`config.mk`:
```
export PLATFORM = sky130hd
export DESIGN_NAME = ecam_xlate
export DESIGN_NICKNAME = d
export VERILOG_FILES = /design/src/rtl/ecam_xlate.sv
export SDC_FILE = /design/constraint.sdc
export NUM_CORES = 1
export LEC_CHECK = 0
export BUFFER_PORTS_ARGS = -buffer_cell sky130_fd_sc_hd__buf_2
export CAP_MARGIN = 30
export CELL_PAD_IN_SITES_DETAIL_PLACEMENT = 0
export CELL_PAD_IN_SITES_GLOBAL_PLACEMENT = 1
export CORE_MARGIN = 10
export CORE_UTILIZATION = 38
export DETAILED_ROUTE_END_ITERATION = 10
export PLACE_DENSITY = 0.86
export SLEW_MARGIN = 20
export SYNTH_ARGS = -nofsm -noshare
export SYNTH_HDL_FRONTEND = slang
export SYNTH_SLANG_ARGS = --single-unit
```
`constraint.sdc`:
```
create_clock -name clk -period 3.7 [get_ports clk]
set_input_delay 0 -clock clk [delete_from_list [all_inputs] [get_ports clk]]
set_output_delay 0 -clock clk [all_outputs]
set_load 0.005 [all_outputs]
```
`src/rtl/ecam_xlate.sv`:
```
module ecam_xlate #(
  parameter int BUS_W    = 8,
  parameter int FN_W     = 8,
  parameter int OFF_W    = 12,
  parameter int DW       = 32,
  parameter int SZ_W     = 5,
  parameter int SIZE_RST = 12
) (
  input  logic                 clk,
  input  logic                 rst_n,
  input  logic                 csr_wr,
  input  logic [2:0]           csr_addr,
  input  logic [31:0]          csr_wdata,
  output logic [31:0]          csr_rdata,
  input  logic                 link_up,
  input  logic                 phy_ready,
  input  logic                 up_valid,
  output logic                 up_ready,
  input  logic                 up_write,
  input  logic [BUS_W-1:0]     up_bus,
  input  logic [FN_W-1:0]      up_devfn,
  input  logic [OFF_W-1:0]     up_reg,
  input  logic [DW-1:0]        up_wdata,
  output logic                 up_done,
  output logic                 up_err,
  output logic [DW-1:0]        up_rdata,
  output logic                 mem_valid,
  input  logic                 mem_ready,
  output logic                 mem_write,
  output logic [63:0]          mem_addr,
  output logic [DW-1:0]        mem_wdata,
  input  logic                 mem_rvalid,
  input  logic [DW-1:0]        mem_rdata
);

  localparam int WIN_W    = BUS_W + FN_W + OFF_W;
  localparam int ROOT_LSB = 8;
  localparam int SZ_LSB   = 16;
  localparam logic [2:0] IX_CAP  = 3'd0;
  localparam logic [2:0] IX_CTL  = 3'd1;
  localparam logic [2:0] IX_BLO  = 3'd2;
  localparam logic [2:0] IX_BHI  = 3'd3;
  localparam logic [2:0] IX_LINK = 3'd4;

  typedef enum logic [1:0] {S_IDLE, S_ISSUE, S_WAIT, S_DONE} st_t;

  st_t              state;
  logic             ctl_en;
  logic [BUS_W-1:0] ctl_root;
  logic [SZ_W-1:0]  ctl_size;
  logic [31:0]      base_lo, base_hi;
  logic             err_q;
  logic [DW-1:0]    rdata_q;

  // Register file
  always_ff @(posedge clk) begin
    if (!rst_n) begin
      ctl_en   <= 1'b0;
      ctl_root <= '0;
      ctl_size <= SZ_W'(SIZE_RST);
      base_lo  <= '0;
      base_hi  <= '0;
    end else if (csr_wr) begin
      case (csr_addr)
        IX_CTL: begin
          ctl_en   <= csr_wdata[0];
          ctl_root <= csr_wdata[ROOT_LSB +: BUS_W];
          ctl_size <= csr_wdata[SZ_LSB +: SZ_W];
        end
        IX_BLO:  base_lo <= csr_wdata;
        IX_BHI:  base_hi <= csr_wdata;
        default: ;
      endcase
    end
  end

  always_comb begin
    csr_rdata = '0;
    case (csr_addr)
      IX_CAP:  csr_rdata[0] = 1'b1;
      IX_CTL: begin
        csr_rdata[0]                 = ctl_en;
        csr_rdata[ROOT_LSB +: BUS_W] = ctl_root;
        csr_rdata[SZ_LSB +: SZ_W]    = ctl_size;
      end
      IX_BLO:  csr_rdata = base_lo;
      IX_BHI:  csr_rdata = base_hi;
      IX_LINK: csr_rdata[1:0] = {phy_ready, link_up};
      default: ;
    endcase
  end

  // Validity decision and address composition
  wire             root_hit = (up_bus == ctl_root);
  wire             in_range = (up_bus <= BUS_W'(ctl_size));
  wire             acc_ok   = ctl_en && in_range &&
                              (root_hit ? (up_devfn == '0) : link_up);
  wire [WIN_W-1:0] win_off  = {up_bus, up_devfn, up_reg};
  wire             accept   = up_valid && up_ready;

  assign up_ready  = (state == S_IDLE);
  assign mem_valid = (state == S_ISSUE);
  assign up_done   = (state == S_DONE);
  assign up_err    = err_q;
  assign up_rdata  = rdata_q;

  always_ff @(posedge clk) begin
    if (!rst_n) begin
      state     <= S_IDLE;
      err_q     <= 1'b0;
      rdata_q   <= '0;
      mem_write <= 1'b0;
      mem_addr  <= '0;
      mem_wdata <= '0;
    end else begin
      case (state)
        S_IDLE: if (accept) begin
          if (acc_ok) begin
            state     <= S_ISSUE;
            err_q     <= 1'b0;
            mem_write <= up_write;
            mem_addr  <= {base_hi, base_lo} + 64'(win_off);
            mem_wdata <= up_wdata;
          end else begin
            state   <= S_DONE;
            err_q   <= 1'b1;
            rdata_q <= '1;
          end
        end
        S_ISSUE: if (mem_ready) begin
          state   <= mem_write ? S_DONE : S_WAIT;
          rdata_q <= '0;
        end
        S_WAIT: if (mem_rvalid) begin
          state   <= S_DONE;
          rdata_q <= mem_rdata;
        end
        default: state <= S_IDLE;
      endcase
    end
  end


  refused_local_chk: assert property (@(posedge clk) disable iff (!rst_n)
    accept && !acc_ok |=> up_done && up_err && !mem_valid);

  disabled_refuse_chk: assert property (@(posedge clk) disable iff (!rst_n)
    accept && !ctl_en |=> up_done && up_err);

  link_gate_chk: assert property (@(posedge clk) disable iff (!rst_n)
    accept && !root_hit && !link_up |=> up_err && !mem_valid);

  root_fn_chk: assert property (@(posedge clk) disable iff (!rst_n)
    accept && root_hit && (up_devfn != '0) |=> up_err && !mem_valid);

  bus_limit_chk: assert property (@(posedge clk) disable iff (!rst_n)
    accept && !in_range |=> up_err && !mem_valid);

  hold_req_chk: assert property (@(posedge clk) disable iff (!rst_n)
    mem_valid && !mem_ready |=> mem_valid && $stable(mem_addr) && $stable(mem_write));

  single_flight_chk: assert property (@(posedge clk) disable iff (!rst_n)
    up_done |-> !up_ready && !mem_valid);

endmodule

```
# After elaboration in Yosys (flattened, before gate mapping)
# Index checks and enable logic that the tools add are counted.
[word_totals]
register_bits = 210
in_bits = 136
output_inout_bits = 165
elab_cells = 57
[classes]
add_sub_neg = 1
order_cmp = 1
eq_ne = 12
muxes = 18
n_reduce_logical = 14
[ops]
columns = ["operator", "count"]
rows = [
  ["2-to-1 mux 32 bit", 4],
  ["case mux 32 bit (3 select lines)", 1],
  ["adder 64 x 28 -> 64 bit", 1],
  ["case mux 13 bit (3 select lines)", 1],
  ["case mux 11 bit (2 select lines)", 1],
  ["case mux 6 bit (2 select lines)", 1],
  ["== test 8 bit", 1],
  ["<= comparator 8 x 5 -> 1 bit", 1],
  ["zero test 8 bit", 1],
  ["2-to-1 mux 2 bit", 4],
  ["AND reduction 2 bit", 4],
  ["== test 3 x 2 -> 1 bit (second input constant)", 2],
  ["case mux 2 bit (3 select lines)", 1],
  ["AND reduction 3 bit", 2],
  ["case mux 1 bit (5 select lines)", 1],
  ["AND reduction 5 bit", 1],
  ["== test 2 bit (second input constant)", 2],
  ["!= test 2 x 1 -> 1 bit (second input constant)", 2],
  ["!= test 2 bit (second input constant)", 2],
  ["== test 3 x 1 -> 1 bit (second input constant)", 1],
  ["== test 3 bit (second input constant)", 1],
  ["logical AND 1 bit", 3],
  ["zero test 3 bit", 1],
  ["2-to-1 mux 1 bit", 3],
  ["4 further kinds", 4],
]

# Longest topological paths before layout
# Gate-level depths: netlist (run 1).
[depth]
word_depth = 6
depth_mapped = 13
mapped_depth_nobuf = 12

# Least setup slack after synthesis (run 1)
# No wires, ideal clock.
[synth_timing]
kind = "register to register"
from = "reg base_lo[0]"
to = "reg mem_addr[30]"
setup_ns = 0.091
arrival_ns = 2.793
required_ns = 3.609
setup_slack_ns = 0.816
path_stages_with_launch = 14
path_buffers = 1
period_less_slack_ns = 2.884
path_cell_list = "dfxtp_1 > ha_1 > inv_1 > fa_1 > nand2b_1 > a21oi_2 > o22ai_2 > o211a_4 > nor4_4 > o211ai_2 > and2_4 > buf_6 > or3_1 > a311oi_1"
[synth_between]
elab_chain_len = 1
[synth_rtl]
columns = ["item", "line", "text"]
rows = [
  ["from (decl)", "51", "logic [31:0] base_lo, base_hi;"],
  ["from (signal assigned)", "70", "IX_BLO: base_lo <= csr_wdata;"],
  ["adder 64 x 28 -> 64 bit", "122", "mem_addr <= {base_hi, base_lo} + 64'(win_off);"],
  ["to (signal assigned)", "122", ""],
  ["to (decl)", "30", "output logic [63:0] mem_addr,"],
]
# Every way passes these cells.
# A chain may end at the register's enable or synchronous reset.

# Final worst setup path (run 1)
[layout_timing]
from = "reg base_lo[0]"
to = "reg mem_addr[42]"
# The elaborated chain is that of the path after synthesis.

==> results of run 1 <==
-- area by class of cell --
class	instances	share of cell area, %
Inverter	28	0.7593
Timing Repair Buffer	424	19.35
Sequential cell	210	29.67
Clock inverter	7	0.6180
Clock buffer	37	5.156
Tap cell	372	3.284
Multi-Input combinational cell	1030	41.13
Antenna cell	2	0.03532
-- power by group through the flow --
stage / logic (mW) / registers [mW] / clock network, mW
after global placement: 1.38 / 2.61 / 0
after detailed placement: 1.40 / 2.62 / 0
after floorplan: 0.858 / 2.63 / 0
final: 1.51 / 2.57 / 2.45
after global routing: 1.68 / 2.59 / 2.59
after CTS: 1.49 / 2.57 / 2.50
-- synthesized netlist by cell type, types with 6 or more instances --
library cell / instances / area share (%)
xnor2_1: 26 / 2.2
ha_1: 37 / 4.4
xor2_1: 33 / 2.7
inv_1: 27 / 0.96
nand4_1: 18 / 1.1
nand3_1: 30 / 1.4
buf_2: 11 / 0.52
a211oi_1: 47 / 3.4
or3_1: 6 / 0.36
and3_1: 12 / 0.71
a21o_1: 16 / 1.1
a31oi_1: 6 / 0.36
clkbuf_1: 82 / 2.9
a21oi_1: 233 / 11
o21ai_0: 54 / 2.6
nor3_1: 12 / 0.57
nor4_1: 7 / 0.42
nand2_1: 293 / 10
a22o_1: 17 / 1.4
dfxtp_1: 210 / 40
nor2b_1: 6 / 0.36
nor2_1: 92 / 3.3
mux2i_1: 16 / 1.5
-- per-stage QoR --
stage                     power, mW  area [sq um]  hold WS [ps]  cells  setup WS (ps)
after floorplan               3.483         10520         136.0   1368          815.9
after global placement        3.993         12300         247.2   1961          659.1
after detailed placement      4.021         12330         249.2   1962          578.9
after CTS                     6.568         14160         13.75   2107          548.2
after global routing          6.861         14170         66.07   2109          234.0
final                         6.532         14170         18.27   2110          554.8
-- worst max-delay path, stage by stage (launching register included) --
cell and delay [ps]:
dfxtp_1 360, ha_1 180, inv_1 60, fa_1 370
nand2b_1 200, a21oi_2 180, o22ai_2 130, o211a_4 270
nor4_4 240, o211ai_2 210, a2111oi_0 550, xnor2_1 180
a21oi_1 80
-- cells in the final DEF, fill, tap and decap left out, types with 26 or more instances in the layout --
| master | count |
|---|---|
| nor2_1 | 91 |
| dlygate4sd3_1 | 101 |
| ha_1 | 37 |
| buf_2 | 300 |
| a21oi_1 | 233 |
| nand3_1 | 30 |
| a211oi_1 | 47 |
| dfxtp_1 | 210 |
| xor2_1 | 33 |
| nand2_1 | 293 |
| o21ai_0 | 54 |
| inv_1 | 27 |
| xnor2_1 | 26 |
-- repair_timing --
action                    CTS  global route
buffers inserted            0             0
hold endpoints to repair  147             0
hold buffers              101             0
-- cell families (layout without fill, tap and decap cells) --
| logic type | count (synthesis) | count (layout) | synth area share (%) |
|---|---|---|---|
| and+or+nand+nor | 496 | 496 | 20.08 |
| AOI/OAI and AO/OA | 420 | 420 | 24.03 |
| DFF | 210 | 210 | 39.95 |
| buffers and inverters | 128 | 496 | 4.815 |
| xor gates and xnor gates | 59 | 59 | 4.910 |
| adders and majority gates | 38 | 38 | 4.589 |
| muxes | 17 | 17 | 1.629 |
| other | 0 | 2 | 0 |
-- state kept, by name, indices dropped and copies added (netlist names) --
name,flops
mem_wdata,32
base_lo,32
up_err,1
mem_addr,64
ctl_en,1
ctl_size,5
state,2
mem_write,1
base_hi,32
ctl_root,8
up_rdata,32
-- worst paths after layout --
kind	to	slack [ps]
worst max-delay path	mem_addr[42]$_SDFFE_PN0P_	550
worst min-delay path	mem_addr[13]$_SDFFE_PN0P_	20
worst max register to register	mem_addr[42]$_SDFFE_PN0P_	550
worst min register to register	mem_wdata[24]$_SDFFE_PN0P_	450
-- layer usage --
| metal | vias to the layer above | track usage (%) |
|---|---|---|
| met5 | - | 0 |
| met4 | 2 | 7.098 |
| met3 | 63 | 5.270 |
| met2 | 467 | 36.65 |
| met1 | 5153 | 29.48 |
| li1 | 5471 | - |
==> metrics.cfg, run 1 <==
[route]
wl_met3_um=3534
totalWireLength_um=41670
ant_nets=0
wl_met2_um=18940
topRoutingLayerUsed=met5
initialDrtViolationCount=801
via_count=11160
met1_wire_length_um=17970
viasPerCell=5.287
post_drt_wl_per_cell_um=19.75
detail_route.drc_violations=0
first_pass_iters=5

[layout]
layout.filler_cells=2586
layout.area.seq_sq_um=4204
ratio_of_cells_with_drive_above_1_in_the_final_layout_pct=21.72
finish.utilization_pct=52.29
area_growth_from_synthesis_to_final_layout_pct=34.66
multi_input_logic_area_sq_um=5828
nNetsFinal=1893

[floorplanning]
floorplan.core_area_sq_um=27100
floorplan.die_area_sq_um=34750
die_height_um=186.4
dieWidth_um=186.4
core.rowCount=60
initial_utilization_pct=38.83
ios=301

[logic_synthesis]
ys_async_sr_fraction_pct=0
synth_ff_type=dfxtp_1
post_synth_num_cell_types=62
count_of_flip_flops_with_a_built_in_enable_after_synthesis=0
seq_area_frac_synth_pct=39.95
netlist_instances=1368
syn-num-nets=1542
synthesis.area_per_instance_sq_um=7.693
mappedNetlistArea_sq_um=10520
synth_seq_cells=210
synth-warning-count=0

[power]
p_leak_nw=6.076
comb_power_share_pct=23.1
clockPowerShare_pct=37.5
p_sw_share_pct=30.04
switching_power_mw=1.962
power-per-cell-area_nw_per_um2=460.9
internal_power_mw=4.570
power.sequential.fraction_pct=39.4
vdd_drop_max_v=0.0002632

[cts]
cts_num_sinks=210
cts_buffers=25
htree_levels=1
tritoncts=done
clk-insertion-delay-late_ps=520
cts_resized=0
root_buffer=clkbuf_16
clkSlewWorstSetupHoldPaths_ps=60
clk_path_buf_depth=3

[setup_path]
setup.worst_path.end_class=register
critPathMaxFanout=6
worst-endpoint-arrival_ps=3540
critPathLaunchType=register
timing.critical_path.required_ps=4100
timing.setup.critical_path_class=reg -> reg
cp-startpoint=base_lo[0]$_SDFFE_PN0P_
worst-r2r-cell-count=12
worstReg2RegStart=base_lo[0]$_SDFFE_PN0P_

[timing]
fin_worst_skew_ps=14.32
setup_violations=0
max_slew.worst_pin.slew_ps=827.5
final.period_utilization_pct=85.01
finalCriticalPeriod_ps=3145
finalHoldViolations=0
worst_slew_margin_rel_pct=44.32
setup_repair_after_global_routing_missed_its_margin=false
final.setup.tns_ps=0
report.final.slew_viol_count=0
achievable-frequency_mhz=317.9

[min_path]
hold_class=in -> reg
hold_path.startpoint=up_devfn[1]
hold_depth=4

[grt]
global_route_total_usage_across_every_layer_pct=22.77
grt_first_pass_wirelength_um=64540
grt_antenna_before_repair=2
first_global_vias=10850
grt_start_max_net_pins=71
gr-total-overflow=0

[run]
cap_viol_max_count=0

[placed_design]
io_buffer_count=300
hpwl_um=30560
gpl.final_weighted_congestion=0.8875

[outcome]
outcome=finished, final reports clean

No activity file was read; power rests on OpenSTA's default activity.
==> run 2, diff against run 1 <==
--- a/config.mk
+++ b/config.mk
@@ -12,7 +12,8 @@
 export CORE_MARGIN = 10
 export CORE_UTILIZATION = 38
 export DETAILED_ROUTE_END_ITERATION = 10
-export PLACE_DENSITY = 0.86
+export PLACE_DENSITY = 0.92
+export SETUP_SLACK_MARGIN = 0.2
 export SLEW_MARGIN = 20
 export SYNTH_ARGS = -nofsm -noshare
 export SYNTH_HDL_FRONTEND = slang
==> run 2 against run 1 <==
Power down 0.26%; largest cell class unchanged; setup slack worse by 130 ps; critical path depth unchanged; hold slack better by 15 ps; critical endpoint is now mem_addr[40]$_SDFFE_PN0P_; clock skew down 2.6 ps; cell count about the same; wire length up 0.40%; register-to-register slack worse by 130 ps; critical path type unchanged; via count up 2.0%; utilization about the same; clock-buffer cell count up 1.
==> metrics.cfg, run 2 (synthesis results as in run 1) <==
[grt]
grt_antenna_before_repair=2  ; unchanged
grt_start_max_net_pins=65  ; -8.5%
grt_first_pass_wirelength_um=64340  ; -0.32%
first_global_vias=10880  ; +0.27%
global_route_total_usage_across_every_layer_pct=22.70  ; -0.064 points
gr-total-overflow=0  ; unchanged

[setup_path]
worst-r2r-setup-slack_ps=430  ; -130 ps
critical_path.slowest_cell=fa_1
setup.worst_path.end_class=register
critPathLaunchType=register
critPathMaxStageDelay_ps=390  ; -160 ps
timing.critical_path.required_ps=4130  ; +30 ps
worst-endpoint-arrival_ps=3700  ; +160 ps
worstReg2RegStart=base_lo[0]$_SDFFE_PN0P_
cp_cell_sequence=ha_1, inv_1, fa_1, nand2b_1, a21oi_2, o22ai_2, o211a_4, nor4_4, o211ai_4, and2_4, or3_1, a311oi_1
timing.rr.end=mem_addr[40]$_SDFFE_PN0P_
timing.setup.critical_path_class=reg -> reg
worst-r2r-cell-count=12  ; unchanged
critPathMaxFanout=14  ; +8

[floorplanning]
initial_utilization_pct=38.83  ; unchanged
die_height_um=186.4  ; unchanged
floorplan.die_area_sq_um=34750  ; unchanged
core.rowCount=60  ; unchanged
dieWidth_um=186.4  ; unchanged
floorplan.core_area_sq_um=27100  ; unchanged
ios=301  ; unchanged

[layout]
ratio_of_cells_with_drive_above_1_in_the_final_layout_pct=21.81  ; +0.090 points
max_ffs_per_register=64  ; unchanged
finalNonFillerCells=2112  ; +0.095%
nNetsFinal=1894  ; +0.053%
finish.utilization_pct=52.31  ; about the same
layout_commonest_cell=buf_2
area_growth_from_synthesis_to_final_layout_pct=34.70  ; about the same
max_flop_register=mem_addr
final_cell_mix=buf_2, nand2_1, a21oi_1

[power]
vdd_drop_max_v=0.0003069  ; +17%
power.sequential.fraction_pct=39.5  ; about the same
switching_power_mw=1.973  ; +0.56%
power-per-cell-area_nw_per_um2=459.6  ; -0.29%
comb_power_share_pct=22.9  ; -0.2 points
p_sw_share_pct=30.28  ; +0.25 points
internal_power_mw=4.542  ; -0.61%
clockPowerShare_pct=37.5  ; about the same
p_leak_nw=6.081  ; about the same

[timing]
setup_slack_ps=425.7  ; -129.1 ps
max_slew.worst_pin.slew_ps=954.3  ; +126.7 ps
finalHoldViolations=0  ; unchanged
final.period_utilization_pct=88.49  ; +3.5 points
worst_slew_margin_rel_pct=36.15  ; -8.2 points
setup_violations=0  ; unchanged
setup_repair_after_global_routing_missed_its_margin=false
finalCriticalPeriod_ps=3274  ; +129.1 ps
report.final.slew_viol_count=0  ; unchanged
fin_worst_skew_ps=11.68  ; -2.643 ps
achievable-frequency_mhz=305.4  ; -3.9%
final.setup.tns_ps=0  ; unchanged

[route]
initialDrtViolationCount=988  ; +23%
detail_route.drc_violations=0  ; unchanged
first_pass_iters=6  ; +1
ant_nets=0  ; unchanged
via_count=11380  ; +2.0%
totalWireLength_um=41840  ; +0.40%
viasPerCell=5.387  ; +1.9%
post_drt_wl_per_cell_um=19.81  ; +0.31%

[cts]
htree_levels=1  ; unchanged
clk_path_buf_depth=3  ; unchanged
clk-insertion-delay-late_ps=520  ; about the same
cts_num_sinks=210  ; unchanged
tritoncts=done
clkSlewWorstSetupHoldPaths_ps=60  ; about the same
root_buffer=clkbuf_16
cts_buffers=25  ; unchanged

[placed_design]
hpwl_um=30720  ; +0.54%
gpl.final_weighted_congestion=0.8997  ; +1.4%
io_buffer_count=300  ; unchanged
dpl.cell_count=1963  ; +0.051%
detailedPlace.worstSlack_ps=326.4  ; -252.5 ps

[outcome]
outcome=finished, final reports clean

[min_path]
hold_path.startpoint=mem_ready
hold_class=in -> reg
worst_hold_endpoint=state[0]$_SDFFE_PN0P_
hold_depth=5  ; +1

[run]
cap_viol_max_count=0  ; unchanged

[run 2: final cells by class]
| class | count | area [sq um] |
|---|---|---|
| fill | 2553 | 12920 |
| clock buffer | 38 | 754.5 |
| timing repair buffer | 425 | 2728 |
| tap | 372 | 465.4 |
| multi-input combinational | 1030 | 5846 |
| inverter | 28 | 107.6 |
| antenna | 2 | 5.005 |
| clock inverter | 7 | 66.31 |
| sequential | 210 | 4204 |
[run 2: power groups by stage]
stage / registers, mW / clock network [mW] / logic (mW)
finish: 2.58 / 2.44 / 1.49
floorplan: 2.63 / 0 / 0.858
CTS: 2.57 / 2.49 / 1.48
detailed placement: 2.62 / 0 / 1.39
global route: 2.59 / 2.58 / 1.64
global placement: 2.61 / 0 / 1.36
[run 2: worst max path at each step]
stage                                 start                        end  slack (ps)
CTS                 base_lo[0]$_SDFFE_PN0P_  mem_addr[40]$_SDFFE_PN0P_         310
global route        base_lo[0]$_SDFFE_PN0P_  mem_addr[30]$_SDFFE_PN0P_         240
floorplan           base_lo[0]$_SDFFE_PN0P_  mem_addr[30]$_SDFFE_PN0P_         820
detailed placement  base_lo[0]$_SDFFE_PN0P_  mem_addr[40]$_SDFFE_PN0P_         330
global placement    base_lo[1]$_SDFFE_PN0P_  mem_addr[53]$_SDFFE_PN0P_         470
finish              base_lo[0]$_SDFFE_PN0P_  mem_addr[40]$_SDFFE_PN0P_         430
[run 2: critical path: cells and delay by family (launching register included)]
family | cells | cell delay (ps)
and+or+nand+nor | 4 | 1080
adders and majority gates | 2 | 570
DFF | 1 | 350
AOI/OAI and AO/OA | 5 | 1130
buffers and inverters | 1 | 60
[run 2: per-stage QoR]
| step | hold WS (ps) | instance area, sq um | power, mW |
|---|---|---|---|
| 3_5_place_dp | 248.4 | 12320 | 4.011 |
| 2_1_floorplan | 136.0 | 10520 | 3.483 |
| 3_3_place_gp | 245.9 | 12280 | 3.973 |
| 5_1_grt | 41.49 | 14170 | 6.823 |
| 4_1_cts | 0.8060 | 14160 | 6.544 |
| 6_report | 33.72 | 14180 | 6.515 |
[run 2: what timing repair did]
item,CTS,global route
hold buffers,102,0
resized for setup,0,1
setup buffers,0,0
hold endpoints to repair,148,0
setup endpoints to repair,0,6
[run 2: metal layers]
layer / GRT usage [%] / up-vias / part of all wire (%)
met1: 29.50 / 5246 / 42
met4: 7.849 / 2 / 3.5
met5: 0 / - / 0.022
met3: 4.804 / 85 / 8.6
met2: 36.43 / 555 / 46
li1: - / 5490 / -
